## src/rtl/dbf_arb.sv

```systemverilog
module dbf_arb #(
   parameter int DEPTH = 16,
   parameter int LANES = 4,
   parameter int SW    = 2,
   parameter int NW    = 3,
   parameter int CW    = 5
) (
   input  logic          mode_rd,
   input  logic          abort,
   input  logic          host_wr,
   input  logic          host_rd,
   input  logic [SW-1:0] host_size,
   input  logic          eng_in_valid,
   input  logic          eng_out_ready,
   input  logic [CW-1:0] count,
   output logic [NW-1:0] push_cnt,
   output logic [NW-1:0] pop_cnt,
   output logic          host_src,
   output logic          host_pop_fire
);
   localparam int LG = $clog2(LANES);

   logic [NW-1:0] req;
   logic [CW-1:0] free_slots;

   always_comb begin
      req        = (int'(host_size) >= LG) ? NW'(LANES) : (NW'(1) << host_size);
      free_slots = CW'(DEPTH) - count;
   end

   always_comb begin
      push_cnt      = '0;
      pop_cnt       = '0;
      host_src      = !mode_rd;
      host_pop_fire = 1'b0;
      if (!abort) begin
         if (mode_rd) begin
            if (eng_in_valid && free_slots != '0) push_cnt = NW'(1);
            if (host_rd) begin
               host_pop_fire = 1'b1;
               pop_cnt = (CW'(req) > count) ? NW'(count) : req;
            end
         end else begin
            if (host_wr) push_cnt = (CW'(req) > free_slots) ? NW'(free_slots) : req;
            if (eng_out_ready && count != '0) pop_cnt = NW'(1);
         end
      end
   end
endmodule

```

## src/rtl/dbf_ptrs.sv

```systemverilog
module dbf_ptrs #(
   parameter int DEPTH = 16,
   parameter int NW    = 3,
   parameter int AW    = 4,
   parameter int CW    = 5
) (
   input  logic          clk,
   input  logic          rst_n,
   input  logic          abort,
   input  logic [NW-1:0] push_cnt,
   input  logic [NW-1:0] pop_cnt,
   output logic [AW-1:0] wptr,
   output logic [AW-1:0] rptr,
   output logic [CW-1:0] count,
   output logic [CW-1:0] count_next
);
   always_comb begin
      if (abort) count_next = '0;
      else       count_next = count + CW'(push_cnt) - CW'(pop_cnt);
   end

   always_ff @(posedge clk or negedge rst_n) begin
      if (!rst_n) begin
         wptr  <= '0;
         rptr  <= '0;
         count <= '0;
      end else if (abort) begin
         wptr  <= '0;
         rptr  <= '0;
         count <= '0;
      end else begin
         wptr  <= wptr + AW'(push_cnt);
         rptr  <= rptr + AW'(pop_cnt);
         count <= count_next;
      end
   end
endmodule

```

## src/rtl/dbf_store.sv

```systemverilog
module dbf_store #(
   parameter int DEPTH = 16,
   parameter int LANES = 4,
   parameter int NW    = 3,
   parameter int AW    = 4
) (
   input  logic               clk,
   input  logic [AW-1:0]      wptr,
   input  logic [AW-1:0]      rptr,
   input  logic [NW-1:0]      push_cnt,
   input  logic               host_src,
   input  logic [8*LANES-1:0] host_wdata,
   input  logic [7:0]         eng_byte,
   output logic [8*LANES-1:0] taps
);
   logic [7:0]    mem   [DEPTH];
   logic [LANES-1:0] we;
   logic [AW-1:0] waddr [LANES];
   logic [7:0]    wbyte [LANES];

   for (genvar i = 0; i < LANES; i++) begin : g_lane
      assign we[i]    = NW'(i) < push_cnt;
      assign waddr[i] = wptr + AW'(i);
      if (i == 0) begin : g_first
         assign wbyte[i] = host_src ? host_wdata[7:0] : eng_byte;
      end else begin : g_rest
         assign wbyte[i] = host_wdata[8*i +: 8];
      end
      assign taps[8*i +: 8] = mem[rptr + AW'(i)];
   end

   always_ff @(posedge clk) begin
      for (int l = 0; l < LANES; l++) begin
         if (we[l]) mem[waddr[l]] <= wbyte[l];
      end
   end
endmodule

```

## src/rtl/dbf_flag.sv

```systemverilog
module dbf_flag #(
   parameter int DEPTH       = 16,
   parameter int TH_W        = 5,
   parameter int CW          = 5,
   parameter bit DMA_REQ_REG = 1'b0
) (
   input  logic            clk,
   input  logic            rst_n,
   input  logic            abort,
   input  logic            mode_rd,
   input  logic            dma_en,
   input  logic [TH_W-1:0] thresh,
   input  logic [CW-1:0]   count_next,
   output logic            thr_flag,
   output logic            dma_req
);
   localparam int XW = (CW > TH_W) ? CW : TH_W;

   logic [CW-1:0] avail;
   logic          hit;

   always_comb begin
      avail = mode_rd ? count_next : (CW'(DEPTH) - count_next);
      hit   = XW'(avail) > XW'(thresh);
   end

   always_ff @(posedge clk or negedge rst_n) begin
      if (!rst_n)     thr_flag <= 1'b0;
      else if (abort) thr_flag <= 1'b0;
      else            thr_flag <= hit;
   end

   if (DMA_REQ_REG) begin : g_req_reg
      always_ff @(posedge clk or negedge rst_n) begin
         if (!rst_n)     dma_req <= 1'b0;
         else if (abort) dma_req <= 1'b0;
         else            dma_req <= hit && dma_en;
      end
   end else begin : g_req_comb
      assign dma_req = thr_flag && dma_en;
   end
endmodule

```

## src/rtl/dbf_top.sv

```systemverilog
module dbf_top #(
   parameter int  LANES       = 4,
   parameter int  DEPTH       = 16,
   parameter int  TH_W        = 5,
   parameter bit  DMA_REQ_REG = 1'b0,
   localparam int DW = 8 * LANES,
   localparam int SW = $clog2($clog2(LANES) + 1),
   localparam int CW = $clog2(DEPTH) + 1
) (
   input  logic            clk,
   input  logic            rst_n,
   input  logic            mode_rd,
   input  logic [TH_W-1:0] thresh,
   input  logic            dma_en,
   input  logic            abort,
   input  logic            host_wr,
   input  logic            host_rd,
   input  logic [SW-1:0]   host_size,
   input  logic [DW-1:0]   host_wdata,
   output logic [DW-1:0]   host_rdata,
   input  logic            eng_in_valid,
   input  logic [7:0]      eng_in_data,
   output logic            eng_in_ready,
   output logic            eng_out_valid,
   output logic [7:0]      eng_out_data,
   input  logic            eng_out_ready,
   output logic [CW-1:0]   level,
   output logic            thr_flag,
   output logic            dma_req
);
   localparam int AW = $clog2(DEPTH);
   localparam int NW = $clog2(LANES + 1);

   if (LANES < 2 || (LANES & (LANES - 1)) != 0) begin : g_bad_lanes
      $error("dbf_top: LANES must be a power of two of at least 2");
   end
   if (DEPTH < LANES || (DEPTH & (DEPTH - 1)) != 0) begin : g_bad_depth
      $error("dbf_top: DEPTH must be a power of two no smaller than LANES");
   end
   if (TH_W < 1) begin : g_bad_th
      $error("dbf_top: TH_W must be positive");
   end

   logic [NW-1:0] push_cnt;
   logic [NW-1:0] pop_cnt;
   logic          host_src;
   logic          host_pop_fire;
   logic [AW-1:0] wptr;
   logic [AW-1:0] rptr;
   logic [CW-1:0] count;
   logic [CW-1:0] count_next;
   logic [DW-1:0] taps;

   dbf_arb #(.DEPTH(DEPTH), .LANES(LANES), .SW(SW), .NW(NW), .CW(CW)) u_arb (
      .mode_rd       (mode_rd),
      .abort         (abort),
      .host_wr       (host_wr),
      .host_rd       (host_rd),
      .host_size     (host_size),
      .eng_in_valid  (eng_in_valid),
      .eng_out_ready (eng_out_ready),
      .count         (count),
      .push_cnt      (push_cnt),
      .pop_cnt       (pop_cnt),
      .host_src      (host_src),
      .host_pop_fire (host_pop_fire)
   );

   dbf_ptrs #(.DEPTH(DEPTH), .NW(NW), .AW(AW), .CW(CW)) u_ptrs (
      .clk        (clk),
      .rst_n      (rst_n),
      .abort      (abort),
      .push_cnt   (push_cnt),
      .pop_cnt    (pop_cnt),
      .wptr       (wptr),
      .rptr       (rptr),
      .count      (count),
      .count_next (count_next)
   );

   dbf_store #(.DEPTH(DEPTH), .LANES(LANES), .NW(NW), .AW(AW)) u_store (
      .clk        (clk),
      .wptr       (wptr),
      .rptr       (rptr),
      .push_cnt   (push_cnt),
      .host_src   (host_src),
      .host_wdata (host_wdata),
      .eng_byte   (eng_in_data),
      .taps       (taps)
   );

   dbf_flag #(.DEPTH(DEPTH), .TH_W(TH_W), .CW(CW), .DMA_REQ_REG(DMA_REQ_REG)) u_flag (
      .clk        (clk),
      .rst_n      (rst_n),
      .abort      (abort),
      .mode_rd    (mode_rd),
      .dma_en     (dma_en),
      .thresh     (thresh),
      .count_next (count_next),
      .thr_flag   (thr_flag),
      .dma_req    (dma_req)
   );

   // registered host read data; lanes past the popped count read as zero
   always_ff @(posedge clk or negedge rst_n) begin
      if (!rst_n) begin
         host_rdata <= '0;
      end else if (abort) begin
         host_rdata <= '0;
      end else if (host_pop_fire) begin
         for (int l = 0; l < LANES; l++) begin
            host_rdata[8*l +: 8] <= (NW'(l) < pop_cnt) ? taps[8*l +: 8] : 8'h00;
         end
      end
   end

   assign eng_out_valid = !mode_rd && (count != '0);
   assign eng_out_data  = taps[7:0];
   assign eng_in_ready  = mode_rd && (count != CW'(DEPTH));
   assign level         = count;
endmodule

```

## config.mk

```make
export PLATFORM = sky130hd
export DESIGN_NAME = dbf_top
export DESIGN_NICKNAME = d
export VERILOG_FILES = /design/src/rtl/dbf_arb.sv /design/src/rtl/dbf_ptrs.sv /design/src/rtl/dbf_store.sv /design/src/rtl/dbf_flag.sv /design/src/rtl/dbf_top.sv
export SDC_FILE = /design/constraint.sdc
export NUM_CORES = 1
export LEC_CHECK = 0
export ABC_AREA = 1
export BUFFER_PORTS_ARGS = -buffer_cell sky130_fd_sc_hd__buf_4
export CELL_PAD_IN_SITES_DETAIL_PLACEMENT = 1
export CELL_PAD_IN_SITES_GLOBAL_PLACEMENT = 2
export CORE_UTILIZATION = 37
export DETAILED_ROUTE_END_ITERATION = 10
export GPL_ROUTABILITY_DRIVEN = 1
export GPL_TIMING_DRIVEN = 0
export PLACE_DENSITY = 0.91
export SLEW_MARGIN = 10
export SYNTH_ARGS = -nofsm -noshare
export SYNTH_HDL_FRONTEND = slang
export SYNTH_HIERARCHICAL = 1
export SYNTH_SLANG_ARGS = --single-unit
```

## constraint.sdc

```tcl
create_clock -name clk -period 9.2 [get_ports clk]
set_input_delay 0 -clock clk [delete_from_list [all_inputs] [get_ports clk]]
set_output_delay 0 -clock clk [all_outputs]
set_load 0.1 [all_outputs]
```

After elaboration in Yosys (flattened, before gate mapping)
Memory sizes are Yosys's and may differ from the RTL's.
Index checks and enable logic that the tools add are counted.

word-level totals
  memories kept = 1
  output and inout bits = 49
  register bits after elaboration = 46
  bits of input ports = 56
  latch bits = 0
  ROM bits = 0
  logic and storage cells = 76
  memory bits (writable) = 128

cells by class
  mux-type cells = 35
  bitwise operators = 0
  reductions and logical operators = 9
  shift-type cells = 1
  add/subtract/negate cells = 12
  multiply operators = 0
  divide/modulo/power cells = 0
  equality and inequality tests = 1
  magnitude comparators = 12

memories
  memory       depth  width  read ports  clocked after memory_dff  write ports  RTL line         source
  u_store.mem  16     8      4           0                         4            dbf_store.sv:16  logic [7:0] mem [DEPTH];

operators with widths
  operator                                                                     count
  32-bit 2-to-1 mux                                                            2
  8-bit 2-to-1 mux                                                             5
  3-bit 2-to-1 mux                                                             9
  4-bit by 2-bit adder with 4-bit output, second input constant                4
  5-bit 2-to-1 mux                                                             3
  1-bit 2-to-1 mux                                                             14
  1-bit by 3-bit less-than comparator with 1-bit output, first input constant  4
  2-bit by 3-bit less-than comparator with 1-bit output, first input constant  4
  3-bit by 5-bit greater-than comparator with 1-bit output                     2
  5-bit nonzero test                                                           2
  5-bit subtractor, first input constant                                       2
  4-bit by 1-bit adder with 4-bit output, second input constant                2
  4-bit by 3-bit adder with 4-bit output                                       2
  4-bit 2-to-1 mux                                                             2
  5-bit by 3-bit adder with 5-bit output                                       1
  5-bit greater-than comparator                                                1
  1-bit logical AND                                                            5
  5-bit != test, second input constant                                         1
  5-bit by 3-bit subtractor with 5-bit output                                  1
  1-bit by 2-bit << shifter with 3-bit output, first input constant            1
  2-bit >= comparator, second input constant                                   1
  2-bit nonzero test                                                           1
  1-bit zero test                                                              1

Depth between registers and ports, before layout
Gate-level depths: netlist of run 1.

  word-level depth = 14
  gate-level depth with buffers = 32
  mapped depth without buffers = 32

Cells and area by module
The synthesis of run 1 kept the hierarchy.

modules (own cells, without submodules)
  module     area an instance (µm²)  cells an instance  seq. area each (µm²)  times used
  dbf_store  13369.1                 2252               3843.7                1
  dbf_top    1393.8                  184                800.8                 1
  dbf_ptrs   844.6                   96                 325.3                 1
  dbf_arb    435.4                   76                 0.0                   1
  dbf_flag   272.8                   47                 25.0                  1

Worst setup path after synthesis of run 1
Ideal clock, no wire load.

  kind = register to register
  start = reg u_ptrs.count[1]
  end = reg u_flag.thr_flag
  cell stages (with the launch flop) = 30
  path slack = 3.904 ns
  path buffers = 0
  arrival time = 5.181 ns
  cell sequence = dfrtp_1 -> inv_1 -> ha_1 -> xnor2_1 -> inv_1 -> ha_1 -> nand2_1 -> nor2_1 -> nor2_1 -> nor2_2 -> nand2_4 -> a211oi_1 -> inv_1 -> fa_1 -> inv_1 -> ha_1 -> or2_1 -> a21oi_1 -> nor2_1 -> nor2_1 -> nand2_1 -> nand2_1 -> nand2_1 -> ha_1 -> nand2_1 -> inv_1 -> nand2_1 -> nand2_1 -> nor2_1 -> nor2_1

between the ends
  longest elaborated chain between the ends = 13
  elaborated cells on any way between the ends = 24

RTL lines
  item                                                      RTL line        source
  start, declared                                           dbf_ptrs.sv:14  output logic [CW-1:0] count,
  start signal, assigned                                    dbf_ptrs.sv:34  count <= count_next;
  5-bit subtractor *                                        dbf_arb.sv:28   free_slots = CW'(DEPTH) - count;
  3-bit by 5-bit greater-than comparator with 1-bit output  dbf_arb.sv:44   if (host_wr) push_cnt = (CW'(req) > free_slots) ? NW'(free_slots) : req;
  3-bit 2-to-1 mux * (2 in series)                          dbf_arb.sv:44
  3-bit 2-to-1 mux *                                        dbf_arb.sv:37   if (mode_rd) begin
  3-bit 2-to-1 mux *                                        dbf_arb.sv:36   if (!abort) begin
  named net push_cnt[2]                                     dbf_top.sv:44   logic [NW-1:0] push_cnt;
  5-bit by 3-bit adder with 5-bit output *                  dbf_ptrs.sv:19  else count_next = count + CW'(push_cnt) - CW'(pop_cnt);
  5-bit by 3-bit subtractor with 5-bit output *             dbf_ptrs.sv:19
  5-bit 2-to-1 mux *                                        dbf_ptrs.sv:18  if (abort) count_next = '0;
  named net count_next[3]                                   dbf_top.sv:51   logic [CW-1:0] count_next;
  5-bit subtractor                                          dbf_flag.sv:23  avail = mode_rd ? count_next : (CW'(DEPTH) - count_next);
  5-bit 2-to-1 mux *                                        dbf_flag.sv:23
  5-bit greater-than comparator *                           dbf_flag.sv:24  hit = XW'(avail) > XW'(thresh);
  1-bit 2-to-1 mux *                                        dbf_flag.sv:29  else if (abort) thr_flag <= 1'b0;
  end signal, assigned                                      dbf_flag.sv:30  else thr_flag <= hit;
  end, declared                                             dbf_flag.sv:14  output logic thr_flag,

Mark *: on every way through the listed nets, which the timed path passes. The rest lies on a longest branch.
A chain may end at the register's enable or synchronous reset.

==> key figures, run 1 <==
Global route
  – Gr ovfl total: 0
  – Initial antenna violation count: 3
  – Vias in the first global route: between 15k and 20k
  – All-Layer GR Usage: between 40% and 50%
  – Largest net degree at the start of global routing: 47
  – First-pass GRT wire length: around 130000 µm

Layout
  – Core Util, Final: between 40% and 50%
  – Area Overhead vs Synth: 13.2%
  – Fillers: just under 6k
  – Seq. cell area: roughly 5000 µm²
  – Share of cells above drive strength 1: between 10% and 20%
  – Area taken by multi-input logic gates: roughly 10000 µm²
  – Nets: approximately 2.9k

Detailed routing
  – DRT iter0 DRCs: 1806
  – Routed WL per cell: between 20 and 30 µm
  – Routed WL: about 90000 µm
  – Antenna viol nets, final: 0
  – Via density: 5.79
  – DRC: 0
  – TritonRoute pass-1 iters: 5
  – Routed vias: approximately 20k

Synthesis
  – Synth Area in Simple Gates: a little under half
  – Seq cells post-synth: around 170
  – Synth Area in Compound Gates: 11.3%
  – Post-Synth Adder-Cell Area: 2.99%
  – Distinct cells, synth: 38
  – Synth warn: 6
  – Fraction of registers with async set or reset after synthesis: between 20% and 30%
  – Primary FF master, synth: edfxtp_1
  – Post-Synthesis Cells: roughly 2.7k
  – Largest family of logic cells by synthesized area: simple AND/OR/NAND/NOR gates
  – Synth Area in XOR/XNOR: less than 1%
  – Avg Synthesized Cell Area: roughly 6.1 µm²
  – Synthesized area: 16300 µm²
  – Post-synth EDFFs: between 100 and 150
  – Syn nets: roughly 2.7k
  – Post-synthesis sequential area ratio: between 30 and 40%
  – Mux cell area share after synthesis: 0%

Floorplanning
  – Die footprint: around 45000 µm²
  – Row count: 76
  – I/O pin count: roughly 110
  – Die H: 212 µm
  – Initial core utilization: between 30% and 40%
  – Core area: about 43000 µm²
  – Die W: roughly 210 µm

Placed design
  – GPL Wtd Cong: just over 1
  – I/O Buffers: just over 90
  – Hpwl dp: just over 70000 µm

STA
  – Final min period: ~6 ns
  – Tightest Pin Transition: 1.42 ns
  – Max Clk Rate: between 0.15 and 0.2 GHz
  – Clk_skew: between 0.015 and 0.02 ns
  – Max-slew headroom: between 4 and 5%
  – Fin. max-slew vios: 0
  – Finish-stage setup viols: 0
  – Setup TNS: 0 ns
  – Final period util: roughly 64%
  – Fin. Hold Viols: 0
  – RSZ-0062 raised after global routing: no

Clock network
  – Maximum clock path buffer count: 2
  – Number of clock sinks seen by CTS: ~170
  – H-tree Lvls: 4
  – CTS clk-pin slew, worst paths: 0.08 ns
  – CTS tree: yes
  – CTS Buf Count: 17
  – Resized Gates After CTS: 0
  – CTS Root Cell: clkbuf_16
  – Worst-Skew Late Latency: about 0.48 ns

Worst hold path
  – HP Class: in2reg
  – Beginning of the worst hold path: host_wdata[21]
  – WHS Endpoint: u_store/mem[0][5]$_DFFE_PP_
  – Worst hold stages: 5

Critical path
  – Critical Path AT: between 6 and 7 ns
  – Reg-to-Reg Start: u_ptrs/count[1]$_DFF_PN0_
  – Crit Path Max Fanout: 10
  – Worst reg2reg path depth: 18
  – Crit. End Element: flop
  – Crit Reg-Reg Endpoint: u_store/mem[2][2]$_DFFE_PP_
  – Critical Path Start Type: flop
  – Req. time, crit path: ~9.3 ns
  – R2R Setup Slk: 3.31 ns
  – Type of the worst setup path: reg2reg

Pwr
  – Overall power: around 4.2 mW
  – Max VDD drop: around 0.00018 V
  – PD cells: ~230 nW/µm²
  – Leak: approximately 9 nW

Status
  – Run status: finished, final reports clean

Flow run
  – Max_cap viols: 0
==> area by class of cell <==
type | instances | share of cell area, %
buffer | 150 | 3.44
clock buffer | 17 | 2.30
multi-input combinational | 2089 | 53.0
sequential | 174 | 27.1
timing repair buffer | 104 | 4.34
tap | 585 | 3.96
inverter | 242 | 4.92
clock inverter | 15 | 1.01
antenna | 1 | 0.0136
==> cells in the mapped netlist, types with 17 or more instances <==
| library cell | instances | area, µm² |
|---|---|---|
| a21oi_1 | 50 | 250 |
| buf_1 | 19 | 71.3 |
| buf_2 | 43 | 215 |
| clkbuf_1 | 83 | 312 |
| dfrtp_1 | 46 | 1150 |
| edfxtp_1 | 128 | 3840 |
| ha_1 | 31 | 388 |
| inv_1 | 221 | 830 |
| nand2_1 | 1094 | 4110 |
| nand3_1 | 327 | 1640 |
| nand4_1 | 24 | 150 |
| nor2_1 | 112 | 420 |
| o211ai_1 | 64 | 480 |
| o21ai_0 | 196 | 981 |
| o21ai_1 | 17 | 85.1 |
| or2_2 | 94 | 588 |
==> layer usage <==
| metal | share of wire [%] | track usage (%) |
|---|---|---|
| met1 | 39 | 49.8 |
| met2 | 46 | 67.5 |
| met3 | 7.6 | 6.37 |
| met4 | 7.8 | 29.0 |
| met5 | 0 | 0 |
==> how the worst max path moves through the flow <==
stage                              start                          end  slack (ns)  cells after the start
2_1_floorplan  u_ptrs/count[1]$_DFF_PN0_    u_flag/thr_flag$_DFF_PN0_        3.90                     29
3_3_place_gp   u_ptrs/count[0]$_DFF_PN0_  u_store/mem[2][7]$_DFFE_PP_        3.64                     18
5_1_grt        u_ptrs/count[0]$_DFF_PN0_    u_flag/thr_flag$_DFF_PN0_        3.05                     29
6_report       u_ptrs/count[1]$_DFF_PN0_  u_store/mem[2][2]$_DFFE_PP_        3.31                     18
4_1_cts        u_ptrs/count[1]$_DFF_PN0_    u_flag/thr_flag$_DFF_PN0_        3.44                     29
3_5_place_dp   u_ptrs/count[1]$_DFF_PN0_    u_flag/thr_flag$_DFF_PN0_        3.45                     29
==> layout by cell type (no fill, tap or decap), drive strengths merged <==
master / Yosys / routed
a211oi: 1 / 1
a21oi: 52 / 52
and2: 10 / 10
buf: 67 / 163
bufinv: 0 / 1
clkbuf: 83 / 100
clkinv: 7 / 12
clkinvlp: 0 / 1
dfrtp: 46 / 46
diode: 0 / 1
dlygate4sd3: 0 / 8
edfxtp: 128 / 128
fa: 5 / 5
ha: 31 / 31
inv: 235 / 243
nand2: 1105 / 1105
nand3: 338 / 338
nand3b: 2 / 2
nand4: 24 / 24
nor2: 133 / 133
nor3: 5 / 5
o211ai: 64 / 64
o21ai: 215 / 215
o22ai: 2 / 2
or2: 97 / 97
xnor2: 3 / 3
xor2: 2 / 2
==> through the flow <==
step                      area (µm²)  setup slack, ns  instances  hold WS [ns]
after global routing           18500             3.05       3376        0.0415
after detailed placement       17800             3.45       3336        0.0603
after CTS                      18500             3.44       3376       0.00369
final                          18500             3.31       3377        0.0205
after floorplan                16300             3.90       2655        -0.296
after global placement         17700             3.64       3333        0.0482
==> power by group <==
part	switching [mW]	total (mW)	internal [mW]
logic	1.84	2.48	0.640
clock network	0.383	0.775	0.392
registers	0.0673	0.994	0.926
total	2.29	4.25	1.96
==> kinds of logic after synthesis <==
| group | Yosys count |
|---|---|
| compound gates | 334 |
| simple gates | 1714 |
| fa+ha+maj | 36 |
| xor+xnor | 5 |
| flops | 174 |
| buf+inv | 392 |
==> worst max-delay path: stages, from the launching register on <==
cell and delay [ns]:
dfrtp_1 0.51, inv_1 0.14, ha_1 0.22, xnor2_1 0.27, inv_1 0.08, ha_1 0.30, nand2_1 0.07, nor2_1 0.09
nor2_1 0.06, nor2_2 0.19, nand2_4 0.09, a211oi_1 0.89, inv_2 0.19, nand2_2 0.21, buf_2 0.30, nor2_1 0.15
nor3_1 1.03, a21oi_1 0.27, nand3_1 0.45
==> repair_timing <==
item,4_1_cts,5_1_grt
hold buffers,8,0
hold endpoints to repair,63,0
buffers inserted,0,0
==> flip-flops by register name, summed over array words and instances, names as in the netlist <==
register / cells
u_ptrs/rptr: 4
u_ptrs/wptr: 4
host_rdata: 32
u_ptrs/count: 5
u_flag/thr_flag: 1
u_store/mem: 128
Note: power is estimated with default switching activity, not from simulation.
==> run 2: changes to the inputs <==
--- a/config.mk
+++ b/config.mk
@@ -5,15 +5,15 @@
 export SDC_FILE = /design/constraint.sdc
 export NUM_CORES = 1
 export LEC_CHECK = 0
-export ABC_AREA = 1
+export ABC_AREA = 0
 export BUFFER_PORTS_ARGS = -buffer_cell sky130_fd_sc_hd__buf_4
 export CELL_PAD_IN_SITES_DETAIL_PLACEMENT = 1
 export CELL_PAD_IN_SITES_GLOBAL_PLACEMENT = 2
-export CORE_UTILIZATION = 37
+export CORE_UTILIZATION = 40
 export DETAILED_ROUTE_END_ITERATION = 10
 export GPL_ROUTABILITY_DRIVEN = 1
 export GPL_TIMING_DRIVEN = 0
-export PLACE_DENSITY = 0.91
+export PLACE_DENSITY = 0.85
 export SLEW_MARGIN = 10
 export SYNTH_ARGS = -nofsm -noshare
 export SYNTH_HDL_FRONTEND = slang
==> constraint.sdc (replaced) <==
create_clock -name clk -period 5.74 [get_ports clk]
set_input_delay 0 -clock clk [delete_from_list [all_inputs] [get_ports clk]]
set_output_delay 0 -clock clk [all_outputs]
set_load 0.1 [all_outputs]
==> run 2 against run 1 <==
Worst hold slack improved by 0.0018 ns. Critical path type unchanged. Synthesized cell count decreased by 38%. Final cell count decreased by 32%. Largest cell class unchanged.
==> key figures, run 2 <==
Critical path
  – CP Buf/Inv Count: 3 (-1)
  – Crit. End Element: flop
  – Cell family contributing the most delay on the critical path: adder cells
  – R2R Setup Slk: 0.35 ns (-2.96 ns)
  – Crit Reg-Reg Endpoint: u_flag/thr_flag$_DFF_PN0_
  – Crit path cell chain: inv_1, ha_1, xor2_1, ha_1, nand3_1, o21ai_0, nor3_2, mux2i_1, nor2_4, inv_1, fa_1, inv_1, ha_1, a21o_1, a21oi_2, mux2_1, nor4b_2, xor2_1, ha_1, nand4_1, o22a_1, a211oi_2
  – Critical Path AT: 5.76 ns (-0.25 ns)
  – Critical path's largest stage delay: 0.53 ns (-0.50 ns)
  – Crit-path most repeated cell: ha_1
  – Crit Path Max Fanout: 7 (-3)
  – Req. time, crit path: 6.11 ns (-3.20 ns)
  – Reg-to-Reg Start: u_ptrs/count[1]$_DFF_PN0_
  – Worst reg2reg path depth: 22 (+4)
  – Critical Path Start Type: flop
  – Critical-path top delay cell: fa_1
  – Type of the worst setup path: reg2reg

STA
  – Final period util: 93.9% (+30 points)
  – Max-slew headroom: 16.1% (+12 points)
  – Setup TNS: 0 ns (unchanged)
  – WHS: 0.0223 ns (+0.00181 ns)
  – Fin. Hold Viols: 0 (unchanged)
  – RSZ-0062 raised after global routing: no
  – Fin. max-slew vios: 0 (unchanged)
  – Max Clk Rate: 0.185 GHz (+9.3%)
  – Final min period: 5.39 ns (-0.500 ns)
  – Finish-stage setup viols: 0 (unchanged)
  – Clk_skew: 0.0140 ns (-0.00114 ns)
  – Tightest Pin Transition: 1.25 ns (-0.173 ns)
  – Worst setup margin: 0.349 ns (-2.96 ns)

Global route
  – All-Layer GR Usage: 40.3% (-1.0 points)
  – Vias in the first global route: 15.3k (-21%)
  – First-pass GRT wire length: 112000 µm (-15%)
  – Initial antenna violation count: 3 (unchanged)
  – Largest net degree at the start of global routing: 47 (unchanged)
  – Gr ovfl total: 0 (unchanged)

Detailed routing
  – TritonRoute pass-1 iters: 6 (+1)
  – Routed vias: 15.9k (-19%)
  – Via density: 6.92 (+20%)
  – DRC: 0 (unchanged)
  – DRT iter0 DRCs: 2254 (+25%)
  – Routed WL per cell: 34.5 µm (+27%)
  – Antenna viol nets, final: 0 (unchanged)
  – Routed WL: 79200 µm (-14%)

Layout
  – Core Util, Final: 45.9% (+3.2 points)
  – Final Cell Area: 17700 µm² (-4.0%)
  – Seq. cell area: 5000 µm² (about the same)
  – Max reg flops: 128 (unchanged)
  – Share of cells above drive strength 1: 21.5% (+9.4 points)
  – Nets: 1861 (-35%)
  – Final non-filler cell total: 2299 (-32%)
  – Most common cell after layout, fill and taps aside: nand2_1
  – Area taken by multi-input logic gates: 9840 µm² (+0.63%)
  – Area Overhead vs Synth: 13.0%
  – Commonest non-fill, non-tap cells in the layout: nand2_1 (266), nor2_1 (178), edfxtp_1 (128)
  – Fillers: 4448 (-24%)

Floorplanning
  – Die W: 200 µm (-5.6%)
  – Initial core utilization: 40.6% (+2.9 points)
  – Core area: 38600 µm² (-11%)
  – Die footprint: 40000 µm² (-11%)
  – Die H: 200 µm (-5.6%)
  – Row count: 72 (-5.3%)
  – I/O pin count: 105 (unchanged)

Placed design
  – Setup WS pre-CTS: -0.354 ns (-3.80 ns)
  – Area after DPL: 17100 µm² (-3.8%)
  – Post-Place Cells: 2264 (-32%)
  – GPL Wtd Cong: 1.04 (+2.0%)
  – Hpwl dp: 62100 µm (-14%)
  – I/O Buffers: 89 (-4.3%)

Pwr
  – Int Power: 3.10 mW (+58%)
  – Max VDD drop: 0.000200 V (+13%)
  – PD cells: 319 nW/µm² (+39%)
  – Switching power: 2.56 mW (+12%)
  – Sw Ratio: 45.2% (-8.7 points)
  – Leak: 6.47 nW (-28%)
  – Clk pwr share: 20.4% (+2.1 points)
  – Flop pwr share: 28.2% (+4.8 points)
  – Overall power: 5.66 mW (+33%)
  – Comb pwr share: 51.4% (-7.0 points)

Synthesis
  – Primary FF master, synth: edfxtp_1
  – Avg Synthesized Cell Area: 9.50 µm² (+55%)
  – Largest area contributor in the netlist: edfxtp_1
  – Post-Synthesis Cells: 1652 (-38%)
  – Synth area leaders: edfxtp_1 (24%), mux4_2 (15%), dfrtp_1 (7.3%), nand2_1 (6.4%), nor2_1 (4.3%)
  – Fraction of registers with async set or reset after synthesis: 26.4% (unchanged)
  – Top cell type's share of synthesized area: 24.5% (-0.68 points)
  – Synth warn: 6 (unchanged)
  – Post-synthesis sequential area ratio: 31.8% (+1.2 points)
  – Distinct cells, synth: 81 (+110%)
  – Top cells by count, synth: nand2_1 (266), nor2_1 (180), edfxtp_1 (128), mux4_2 (106), clkbuf_1 (80)
  – Seq cells post-synth: 174 (unchanged)
  – Post-synth EDFFs: 128 (unchanged)
  – Syn nets: 1744 (-37%)
  – Count leader, synth: nand2_1
  – Synthesized area: 15700 µm² (-3.8%)

Status
  – Run status: finished, final reports clean

Clock network
  – Number of clock sinks seen by CTS: 174 (unchanged)
  – CTS tree: yes
  – Worst-Skew Late Latency: 0.45 ns (-0.03 ns)
  – CTS clk-pin slew, worst paths: 0.06 ns (-0.02 ns)
  – CTS Buf Count: 17 (unchanged)
  – H-tree Lvls: 4 (unchanged)
  – Maximum clock path buffer count: 2 (unchanged)
  – CTS Root Cell: clkbuf_16

Worst hold path
  – HP Class: in2reg
  – WHS Endpoint: u_store/mem[0][6]$_DFFE_PP_
  – Worst hold stages: 2 (-3)
  – Beginning of the worst hold path: host_wdata[22]

Flow run
  – Max_cap viols: 0 (unchanged)
## run 2: changes by cell type after synthesis, sizes merged, moves of 39 or more
cell	change
nor2	+51
or2	-88
a31oi	+70
a221oi	+39
nand2	-839
inv	-200
nand3	-279
mux2	+42
mux4	+106
o21ai	-176
mux2i	+50
## run 2: final cells by class
class / instances / share of cell area, %
antenna: 1 / 0.0141
sequential: 174 / 28.2
clock inverter: 11 / 0.755
clock buffer: 19 / 2.44
tap: 518 / 3.66
inverter: 36 / 0.762
multi-input combinational: 1281 / 55.5
timing repair buffer: 98 / 4.32
buffer: 161 / 4.38
## run 2: how the worst max path moves through the flow
stage | from | end | slack (ns) | cells past startpoint
3_5_place_dp | u_ptrs/count[1]$_DFF_PN0_ | u_flag/thr_flag$_DFF_PN0_ | -0.35 | 22
6_report | u_ptrs/count[1]$_DFF_PN0_ | u_flag/thr_flag$_DFF_PN0_ | 0.35 | 22
3_3_place_gp | u_ptrs/count[1]$_DFF_PN0_ | u_flag/thr_flag$_DFF_PN0_ | -0.22 | 22
4_1_cts | u_ptrs/count[1]$_DFF_PN0_ | u_flag/thr_flag$_DFF_PN0_ | 0.13 | 21
5_1_grt | u_ptrs/count[1]$_DFF_PN0_ | u_flag/thr_flag$_DFF_PN0_ | 0.03 | 22
2_1_floorplan | u_ptrs/count[0]$_DFF_PN0_ | u_flag/thr_flag$_DFF_PN0_ | 0.25 | 22
## run 2: cells by family after synthesis
kind of cell,after synthesis,share of synthesized area (%)
compound gates,410,18.9
xor+xnor,17,1.16
fa+ha+maj,36,3.11
buf+inv,197,5.80
flops,174,31.8
mux,198,21.4
simple gates,620,17.8
## run 2: power groups by stage
| stage | clock network (mW) | logic (mW) | registers (mW) |
|---|---|---|---|
| detailed placement | 0 | 2.82 | 1.62 |
| global route | 1.20 | 3.05 | 1.60 |
| finish | 1.16 | 2.91 | 1.60 |
| floorplan | 0 | 1.83 | 1.68 |
| global placement | 0 | 2.76 | 1.62 |
| CTS | 1.17 | 2.84 | 1.60 |
## run 2: repair_timing
item                                    in CTS  in global routing
endpoints found under the setup margin       1                  9
pin swaps                                    0                  1
hold endpoints to repair                    49                  0
hold buffers                                 3                  0
buffers inserted                             0                  1
resized for setup                            2                  4
## run 2: layer usage
metal | share of wire, % | GRT usage, % | up-vias
met5 | 0.016 | 0 | -
met2 | 45 | 62.8 | 1127
met1 | 38 | 51.9 | 7989
li1 | - | - | 6547
met3 | 9.9 | 8.01 | 246
met4 | 6.7 | 24.1 | 2
